==> src/rtl/usb_lp_sleep_pkg.sv <==
package usb_lp_sleep_pkg;
  localparam int CTRL_PWRDN = 0;
  localparam int CTRL_WAKE  = 1;
  localparam int CTRL_WKDIS = 2;
  localparam int CTRL_SE0   = 3;
  localparam int EVT_SUSP   = 0;
  localparam int EVT_RESUME = 1;
  localparam logic SEL_CTRL = 1'b0;
  localparam logic SEL_EVT  = 1'b1;

  typedef struct packed {
    logic dp;
    logic dm;
  } line_t;

  typedef struct packed {
    logic se0;
    logic wake_dis;
    logic wake;
  } bus_ctrl_t;
endpackage

==> src/rtl/usb_lp_idle_mon.sv <==
module usb_lp_idle_mon
  import usb_lp_sleep_pkg::*;
#(
  parameter int IDLE_CYCLES = 18000
) (
  input  logic  clk,
  input  logic  rst,
  input  line_t line_in,
  input  logic  adv,
  output logic  line_change,
  output logic  susp_pulse,
  output logic  resume_pulse
);
  localparam int CW = $clog2(IDLE_CYCLES + 1);
  localparam logic [CW-1:0] LIMIT = CW'(IDLE_CYCLES);

  line_t         line_q;
  logic [CW-1:0] idle_cnt;
  logic          at_limit;

  assign line_change  = (line_in != line_q);
  assign at_limit     = (idle_cnt == LIMIT);
  assign susp_pulse   = !line_change && adv && (idle_cnt == LIMIT - 1'b1);
  assign resume_pulse = line_change && at_limit;

  always_ff @(posedge clk) begin
    line_q <= line_in;
    if (rst) begin
      idle_cnt <= '0;
    end else if (line_change) begin
      idle_cnt <= '0;
    end else if (adv && !at_limit) begin
      idle_cnt <= idle_cnt + 1'b1;
    end
  end

  assert_idle_restart_R2: assert property (@(posedge clk) disable iff (rst)
    line_change |=> (idle_cnt == '0))
    else $error("idle count not restarted by line change");

  assert_idle_frozen_R8: assert property (@(posedge clk) disable iff (rst)
    (!adv && !line_change) |=> $stable(idle_cnt))
    else $error("idle count moved without advance");
endmodule

==> src/rtl/usb_lp_pwr_seq.sv <==
module usb_lp_pwr_seq #(
  parameter int WAKE_TICKS = 500
) (
  input  logic clk,
  input  logic rst,
  input  logic set_req,
  input  logic slow_tick,
  input  logic line_change,
  output logic pwrdn,
  output logic clk_en
);
  localparam int TW = $clog2(WAKE_TICKS + 1);
  localparam logic [TW-1:0] LAST = TW'(WAKE_TICKS - 1);

  logic          pwrdn_q, pwrdn_d, clk_en_q, expire;
  logic [TW-1:0] tick_cnt;

  assign expire = pwrdn_q && slow_tick && (tick_cnt == LAST);

  always_comb begin
    pwrdn_d = pwrdn_q;
    if (set_req)                             pwrdn_d = 1'b1;
    else if (pwrdn_q && (expire || line_change)) pwrdn_d = 1'b0;
  end

  always_ff @(posedge clk) begin
    if (rst) begin
      pwrdn_q  <= 1'b0;
      clk_en_q <= 1'b1;
      tick_cnt <= '0;
    end else begin
      pwrdn_q  <= pwrdn_d;
      clk_en_q <= !pwrdn_d;
      if (!pwrdn_q || expire) tick_cnt <= '0;
      else if (slow_tick)     tick_cnt <= tick_cnt + 1'b1;
    end
  end

  assign pwrdn  = pwrdn_q;
  assign clk_en = clk_en_q;

  assert_clk_gated_R5: assert property (@(posedge clk) disable iff (rst)
    set_req |=> !clk_en_q)
    else $error("clock enable still high after power-down request");

  assert_wake_on_activity_R7: assert property (@(posedge clk) disable iff (rst)
    (pwrdn_q && line_change && !set_req) |=> (!pwrdn_q && clk_en_q))
    else $error("bus activity did not end power-down");
endmodule

==> src/rtl/usb_lp_line_drv.sv <==
module usb_lp_line_drv
  import usb_lp_sleep_pkg::*;
(
  input  logic      clk,
  input  logic      rst,
  input  bus_ctrl_t ctl,
  output logic      drive_en,
  output logic      drive_dp,
  output logic      drive_dm
);
  always_ff @(posedge clk) begin
    if (rst) begin
      drive_en <= 1'b1;
      drive_dp <= 1'b0;
      drive_dm <= 1'b0;
    end else if (ctl.se0) begin
      drive_en <= 1'b1;
      drive_dp <= 1'b0;
      drive_dm <= 1'b0;
    end else if (ctl.wake && !ctl.wake_dis) begin
      drive_en <= 1'b1;
      drive_dp <= 1'b1;
      drive_dm <= 1'b0;
    end else begin
      drive_en <= 1'b0;
      drive_dp <= 1'b0;
      drive_dm <= 1'b0;
    end
  end

  assert_se0_drive_R9: assert property (@(posedge clk) disable iff (rst)
    ctl.se0 |=> (drive_en && !drive_dp && !drive_dm))
    else $error("forced SE0 not driven");

  assert_k_blocked_R10: assert property (@(posedge clk) disable iff (rst)
    (ctl.wake_dis && !ctl.se0) |=> !drive_en)
    else $error("K driven while wake disabled");
endmodule

==> src/rtl/usb_lp_sleep_ctrl.sv <==
module usb_lp_sleep_ctrl
  import usb_lp_sleep_pkg::*;
#(
  parameter int IDLE_CYCLES = 18000,
  parameter int WAKE_TICKS  = 500,
  parameter int REG_W       = 8
) (
  input  logic             clk,
  input  logic             rst,
  input  logic             line_dp,
  input  logic             line_dm,
  input  logic             slow_tick,
  input  logic             wr_en,
  input  logic             wr_sel,
  input  logic [REG_W-1:0] wr_data,
  output logic             clk_en,
  output logic             drive_en,
  output logic             drive_dp,
  output logic             drive_dm,
  output logic [REG_W-1:0] ctrl_rd,
  output logic [REG_W-1:0] evt_rd
);
  line_t     line_s;
  bus_ctrl_t bus_ctl_q;
  logic      ctrl_wr, evt_wr, set_req, pwrdn, adv;
  logic      line_change, susp_pulse, resume_pulse;
  logic      susp_q, resume_q;
  logic      unused_wr_bits;

  assign line_s         = {line_dp, line_dm};
  assign ctrl_wr        = wr_en && (wr_sel == SEL_CTRL);
  assign evt_wr         = wr_en && (wr_sel == SEL_EVT);
  assign set_req        = ctrl_wr && wr_data[CTRL_PWRDN];
  assign adv            = clk_en || slow_tick;
  assign unused_wr_bits = ^wr_data[REG_W-1:4];

  usb_lp_idle_mon #(.IDLE_CYCLES(IDLE_CYCLES)) u_idle (
    .clk(clk), .rst(rst), .line_in(line_s), .adv(adv),
    .line_change(line_change), .susp_pulse(susp_pulse), .resume_pulse(resume_pulse)
  );

  usb_lp_pwr_seq #(.WAKE_TICKS(WAKE_TICKS)) u_pwr (
    .clk(clk), .rst(rst), .set_req(set_req), .slow_tick(slow_tick),
    .line_change(line_change), .pwrdn(pwrdn), .clk_en(clk_en)
  );

  usb_lp_line_drv u_drv (
    .clk(clk), .rst(rst), .ctl(bus_ctl_q),
    .drive_en(drive_en), .drive_dp(drive_dp), .drive_dm(drive_dm)
  );

  always_ff @(posedge clk) begin
    if (rst) begin
      bus_ctl_q <= '{se0: 1'b1, wake_dis: 1'b0, wake: 1'b0};
      susp_q    <= 1'b0;
      resume_q  <= 1'b0;
    end else begin
      if (ctrl_wr) begin
        bus_ctl_q.se0      <= wr_data[CTRL_SE0];
        bus_ctl_q.wake_dis <= wr_data[CTRL_WKDIS];
        bus_ctl_q.wake     <= wr_data[CTRL_WAKE];
      end
      susp_q   <= susp_pulse   || (susp_q   && !(evt_wr && wr_data[EVT_SUSP]));
      resume_q <= resume_pulse || (resume_q && !(evt_wr && wr_data[EVT_RESUME]));
    end
  end

  always_comb begin
    ctrl_rd             = '0;
    ctrl_rd[CTRL_PWRDN] = pwrdn;
    ctrl_rd[CTRL_WAKE]  = bus_ctl_q.wake;
    ctrl_rd[CTRL_WKDIS] = bus_ctl_q.wake_dis;
    ctrl_rd[CTRL_SE0]   = bus_ctl_q.se0;
    evt_rd              = '0;
    evt_rd[EVT_SUSP]    = susp_q;
    evt_rd[EVT_RESUME]  = resume_q;
  end

  assert_suspend_flag_R2: assert property (@(posedge clk) disable iff (rst)
    susp_pulse |=> susp_q)
    else $error("suspend event not flagged");

  assert_resume_flag_R3: assert property (@(posedge clk) disable iff (rst)
    resume_pulse |=> resume_q)
    else $error("resume event not flagged");

  assert_w1c_clear_R4: assert property (@(posedge clk) disable iff (rst)
    (evt_wr && wr_data[EVT_RESUME] && !resume_pulse) |=> !resume_q)
    else $error("resume flag not cleared by write of 1");
endmodule

==> config.mk <==
export PLATFORM = sky130hd
export DESIGN_NAME = usb_lp_sleep_ctrl
export DESIGN_NICKNAME = d
export VERILOG_FILES = /design/src/rtl/usb_lp_sleep_pkg.sv /design/src/rtl/usb_lp_idle_mon.sv /design/src/rtl/usb_lp_pwr_seq.sv /design/src/rtl/usb_lp_line_drv.sv /design/src/rtl/usb_lp_sleep_ctrl.sv
export SDC_FILE = /design/constraint.sdc
export NUM_CORES = 1
export LEC_CHECK = 0
export BUFFER_PORTS_ARGS = -buffer_cell sky130_fd_sc_hd__clkbuf_2
export CAP_MARGIN = 10
export CORE_MARGIN = 2
export CORE_UTILIZATION = 54
export CTS_CLUSTER_SIZE = 12
export DETAILED_ROUTE_END_ITERATION = 8
export GPL_TIMING_DRIVEN = 0
export PLACE_DENSITY = 0.81
export SYNTH_ARGS = -nofsm -noshare
export SYNTH_HDL_FRONTEND = slang
export SYNTH_HIERARCHICAL = 1
export SYNTH_SLANG_ARGS = --single-unit
==> constraint.sdc <==
create_clock -name clk -period 1.9 [get_ports clk]
set_input_delay 0.19 -clock clk [delete_from_list [all_inputs] [get_ports clk]]
set_output_delay 0.19 -clock clk [all_outputs]
set_load 0.05 [all_outputs]
# Yosys cells after proc, flatten, opt, wreduce, memory -nomap -nowiden
# Index checks and enable logic that the tools add are counted.
op_classes:
  n_addsub: 2
  n_eq_ne: 4
  muxes: 3
  bitwise_logic: 1
  n_reduce_logical: 30
ops:
  columns: ["operator", "n"]
  rows:
  - ["$eq 15x15->1 const B", 2]
  - ["$add 15x1->15 const B", 1]
  - ["$logic_and 1x1->1", 15]
  - ["$add 9x1->9 const B", 1]
  - ["$eq 9x9->1 const B", 1]
  - ["$logic_not 1->1", 7]
  - ["$reduce_or 2->1", 3]
  - ["$logic_or 1x1->1", 5]
  - ["$mux 1", 3]
  - ["$ne 2x2->1", 1]
  - ["$not 1->1", 1]
totals:
  regBits: 35
  output_inout_bits: 20
  word_cells: 53

# Longest topological paths before layout
depth:
  depth_word: 7
  mapped_depth: 7

# Cells and area by module
# Netlist, hierarchy kept.
modules_own_cells:
  columns: ["module", "instances", "cells_each", "area_each_um2"]
  rows:
  - ["usb_lp_idle_mon", 1, 94, 848.3]
  - ["usb_lp_pwr_seq", 1, 53, 505.5]
  - ["usb_lp_sleep_ctrl", 1, 37, 337.8]
  - ["usb_lp_line_drv", 1, 8, 82.6]

# Worst setup path before layout
# Ideal clock, no wire load.
synth_path:
  path_kind: "register to register"
  startpoint: "register u_pwr.clk_en_q, in the netlist u_pwr/clk_en"
  endpoint: "register susp_q"
  setup_ps: 73
  arrival_time_ps: 1718
  required_time_ps: 1827
  setup_slack_ps: 109
  path_stages_with_launch: 8
  path_buffers: 0
  period_less_slack_ps: 1791
  cell_sequence: "dfxtp_1 or2_2 and3_2 nand2_1 nor3_1 and3_1 and4b_1 nor3_2"
synth_via:
  elab_chain_cells: 4
synth_rtl:
  columns: ["element", "line", "rtl"]
  rows:
  - ["from (decl)", "usb_lp_pwr_seq.sv:15", "logic pwrdn_q, pwrdn_d, clk_en_q, expire;"]
  - ["from (signal assigned)", "usb_lp_pwr_seq.sv:33", "clk_en_q <= !pwrdn_d;"]
  - ["$logic_or 1x1->1", "usb_lp_sleep_ctrl.sv:34", "assign adv = clk_en || slow_tick;"]
  - ["net adv", "usb_lp_sleep_ctrl.sv:25", "logic ctrl_wr, evt_wr, set_req, pwrdn, adv;"]
  - ["$logic_and 1x1->1 (2 in series)", "usb_lp_idle_mon.sv:23", "assign susp_pulse = !line_change && adv && (idle_cnt == LIMIT - 1'b1);"]
  - ["net susp_pulse", "usb_lp_sleep_ctrl.sv:26", "logic line_change, susp_pulse, resume_pulse;"]
  - ["$logic_or 1x1->1", "usb_lp_sleep_ctrl.sv:63", "susp_q <= susp_pulse || (susp_q && !(evt_wr && wr_data[EVT_SUSP]));"]
  - ["to (signal assigned)", "usb_lp_sleep_ctrl.sv:63", null]
  - ["to (decl)", "usb_lp_sleep_ctrl.sv:27", "logic susp_q, resume_q;"]
# The timed path passes the listed nets, and every way through them passes these cells.
# A chain may end at the register's enable or synchronous reset.

# Worst setup path in the final report
layout_path:
  startpoint: "input line_dp"
  endpoint: "register susp_q"
layout_via:
  elab_chain_cells: 5
layout_rtl:
  columns: ["element", "line", "rtl"]
  rows:
  - ["from (decl)", "usb_lp_sleep_ctrl.sv:10", "input logic line_dp,"]
  - ["$ne 2x2->1", "usb_lp_idle_mon.sv:21", "assign line_change = (line_in != line_q);"]
  - ["net line_change", "usb_lp_sleep_ctrl.sv:26", null]
  - ["$logic_not 1->1", "usb_lp_idle_mon.sv:23", null]
  - ["$logic_and 1x1->1 (2 in series)", "usb_lp_idle_mon.sv:23", null]
  - ["net susp_pulse", "usb_lp_sleep_ctrl.sv:26", null]
  - ["$logic_or 1x1->1", "usb_lp_sleep_ctrl.sv:63", null]
# The timed path passes the listed nets, and every way through them passes these cells.

==> reports/results.ini <==
[setup_path]
path_max_fanout = 4
critPathKind = primary input to flop
start_kind = primary input
worstSetupEndpointType = flop
crit_required_ns = 2.17
arrival_ns = 2.04

[global_route]
grt-ovfl-total = 0
antenna_found_initial = 0
grt_max_degree = 17
grtUsageTotal_pct = 19.76
grt_pass1_wl_um = 5395
grt_pass1_vias = 1306

[final_layout]
nNetsFinal = 247
syn2layout_area_growth_pct = 15.37
finish.utilization_pct = 66.50
antenna_cells = 0
nFillCells = 268
drive_gt1_share_pct = 24.35

[synth]
synthDistinctLibCells = 49
synthCells = 192
ys_ff_latch = 35
syn_area_um2 = 1774
synth_seq_area_share_pct = 39.49
synth-edff-count = 0
ys.flop_type = dfxtp_1
synth_area_leaders = dfxtp_1, buf_4, xor2_1, nor2_1, nand4_1
syn_avg_cell_area_um2 = 9.241
synthArstFlopShare_pct = 0
yosysWarningCount = 6
synth_top_area_share_pct = 39.49
yosysTopAreaCell = dfxtp_1

[clocking]
clockRootBuffer = clkbuf_4
path_clk_slew_ns = 0.10
post_cts_buffers = 0
cts_tree = built
cts-buffers-inserted = 5
clkLatencyLatePin_ns = 0.34
cts_htree_levels = 2
ctsLongestPathBuffers = 2
cts_sinks = 35

[detailed_routing]
vias = 1377
vias_per_cell = 5.026
first_iter_violations = 51
antenna_left = 0
wl_per_cell_um = 11.21
drt-total-wl_um = 3071
dr.pass1.iters = 4
remaining_drc_errors = 0

[timing]
slew_viol_final = 0
fmax_mhz = 564.9
setup_viol = 0
tns_ns = 0
hold_viol = 0
fin_crit_sh_pct = 93.17
fin_skew_ns = 0.01300
rsz0062_at_grt = false
fin_crit_ns = 1.770

[floorplan]
chipHeight_um = 61.32
die_w_um = 61.32
io_pins = 35
start_util_pct = 57.64
core_um2 = 3078
die_area_um2 = 3760
row_count = 20

[pwr]
p_leak_nw = 0.8107
ir_drop_mv = 0.4890
power_density_nw_per_um2 = 669.5

[placement]
gp_congestion = 0.7831
hpwl_um = 2274
numPortBuffers = 19

[status]
status = complete, no violations

[flow_run]
drv_cap = 0

[min_path]
hp-class = primary input to flop

cells in the final DEF (no fill, tap or decap), types with 3 or more instances in the layout:
| cell type | instances |
|---|---|
| and3_1 | 3 |
| clkbuf_1 | 3 |
| nand2_1 | 14 |
| o21ai_0 | 4 |
| or3_1 | 5 |
| nand2b_1 | 3 |
| nor3_1 | 4 |
| clkbuf_2 | 19 |
| ha_1 | 3 |
| a21oi_1 | 4 |
| xnor2_1 | 6 |
| conb_1 | 11 |
| nand3_1 | 3 |
| dfxtp_1 | 35 |
| nor2_1 | 22 |
| nand4bb_1 | 3 |
| nor3_2 | 3 |
| clkbuf_4 | 5 |
| xor2_1 | 10 |
| inv_1 | 6 |
| nand4_1 | 9 |
| buf_4 | 15 |
report_power, final:
group / switching, W / internal, W / leakage [nW]
registers: 0.00000727 / 0.000743 / 0.283
logic: 0.000110 / 0.0000514 / 0.489
clock network: 0.000241 / 0.000218 / 0.0386
metal layers:
| layer | global-route usage (%) | vias to the layer above | share of wire, % |
|---|---|---|---|
| met2 | 33.59 | 21 | 49 |
| met5 | 0 | - | 0 |
| li1 | - | 728 | - |
| met1 | 22.83 | 621 | 47 |
| met4 | 8.385 | 0 | 1.2 |
| met3 | 6.303 | 7 | 3.2 |
metrics by stage:
step,setup WS (ns),cells,total power (W),hold WS (ns),instance area [µm²]
2_1_floorplan,0.1089,201,0.0008893,0.2177,1808
3_3_place_gp,0.1334,264,0.0009217,0.3195,1958
3_5_place_dp,0.1348,264,0.0009247,0.3282,1958
4_1_cts,0.1380,274,0.001382,0.09524,2047
5_1_grt,0.01765,274,0.001430,0.09992,2047
6_report,0.1297,274,0.001371,0.1014,2047
critical path: stages:
cell and delay (ns):
dlygate4sd3_1 0.54, clkbuf_2 0.12, xor2_1 0.16, or2_2 0.35, nor3_1 0.16, and3_1 0.19, and4b_1 0.21, nor3_2 0.13
final cells by class:
cell class,instances,area (µm²),share of cell area [%]
sequential,35,700.7,34.23
buffer,17,120.1,5.868
tap,44,55.05,2.689
timing repair buffer,21,115.1,5.623
inverter,6,22.52,1.100
multi-input combinational,143,964.7,47.13
clock buffer,8,68.82,3.362
sequential cells by signal, indices dropped and copies added, names as in the netlist:
signal	flops
ctrl_rd	3
resume_q	1
susp_q	1
u_drv/drive_dp	1
u_drv/drive_en	1
u_idle/idle_cnt	15
u_idle/line_q	2
u_pwr/clk_en	1
u_pwr/pwrdn	1
u_pwr/tick_cnt	9
cell families after synthesis:
family | Yosys count | synth area share [%]
AND/OR/NAND/NOR | 90 | 32.30
flip-flops | 35 | 39.49
buffers and inverters | 23 | 8.040
AO/OA/AOI/OAI | 21 | 8.604
XOR/XNOR | 16 | 7.898
adder cells (fa/ha/maj) | 3 | 2.116
other | 2 | 0.4233
multiplexers | 2 | 1.128
Yosys cell counts, drive strengths merged (2+ instances only):
| library cell | instances |
|---|---|
| a211o | 2 |
| a21oi | 4 |
| a31oi | 2 |
| and3 | 4 |
| and4 | 2 |
| and4b | 2 |
| buf | 15 |
| clkbuf | 2 |
| conb | 2 |
| dfxtp | 35 |
| ha | 3 |
| inv | 6 |
| mux2i | 2 |
| nand2 | 14 |
| nand2b | 4 |
| nand3 | 4 |
| nand4 | 10 |
| nand4bb | 5 |
| nor2 | 22 |
| nor2b | 2 |
| nor3 | 7 |
| o21ai | 6 |
| or2 | 2 |
| or3 | 5 |
| xnor2 | 6 |
| xor2 | 10 |
what timing repair did:
action	4_1_cts	5_1_grt
gates resized for setup	0	0
endpoints found under the hold margin	2	0
hold buffers	2	0
path summary, 6_finish.rpt:
| path | startpoint | endpoint | slack (ns) | cells past startpoint |
|---|---|---|---|---|
| worst min register to register | ctrl_rd[2] | ctrl_rd[2] | 0.49 | 2 |
| worst min-delay path | wr_data[2] | ctrl_rd[2] | 0.10 | 3 |
| worst max register to register | u_idle/idle_cnt[11] | resume_q | 0.22 | 5 |
| worst max-delay path | line_dp | susp_q | 0.13 | 8 |
(Power assumes the default switching activity.)
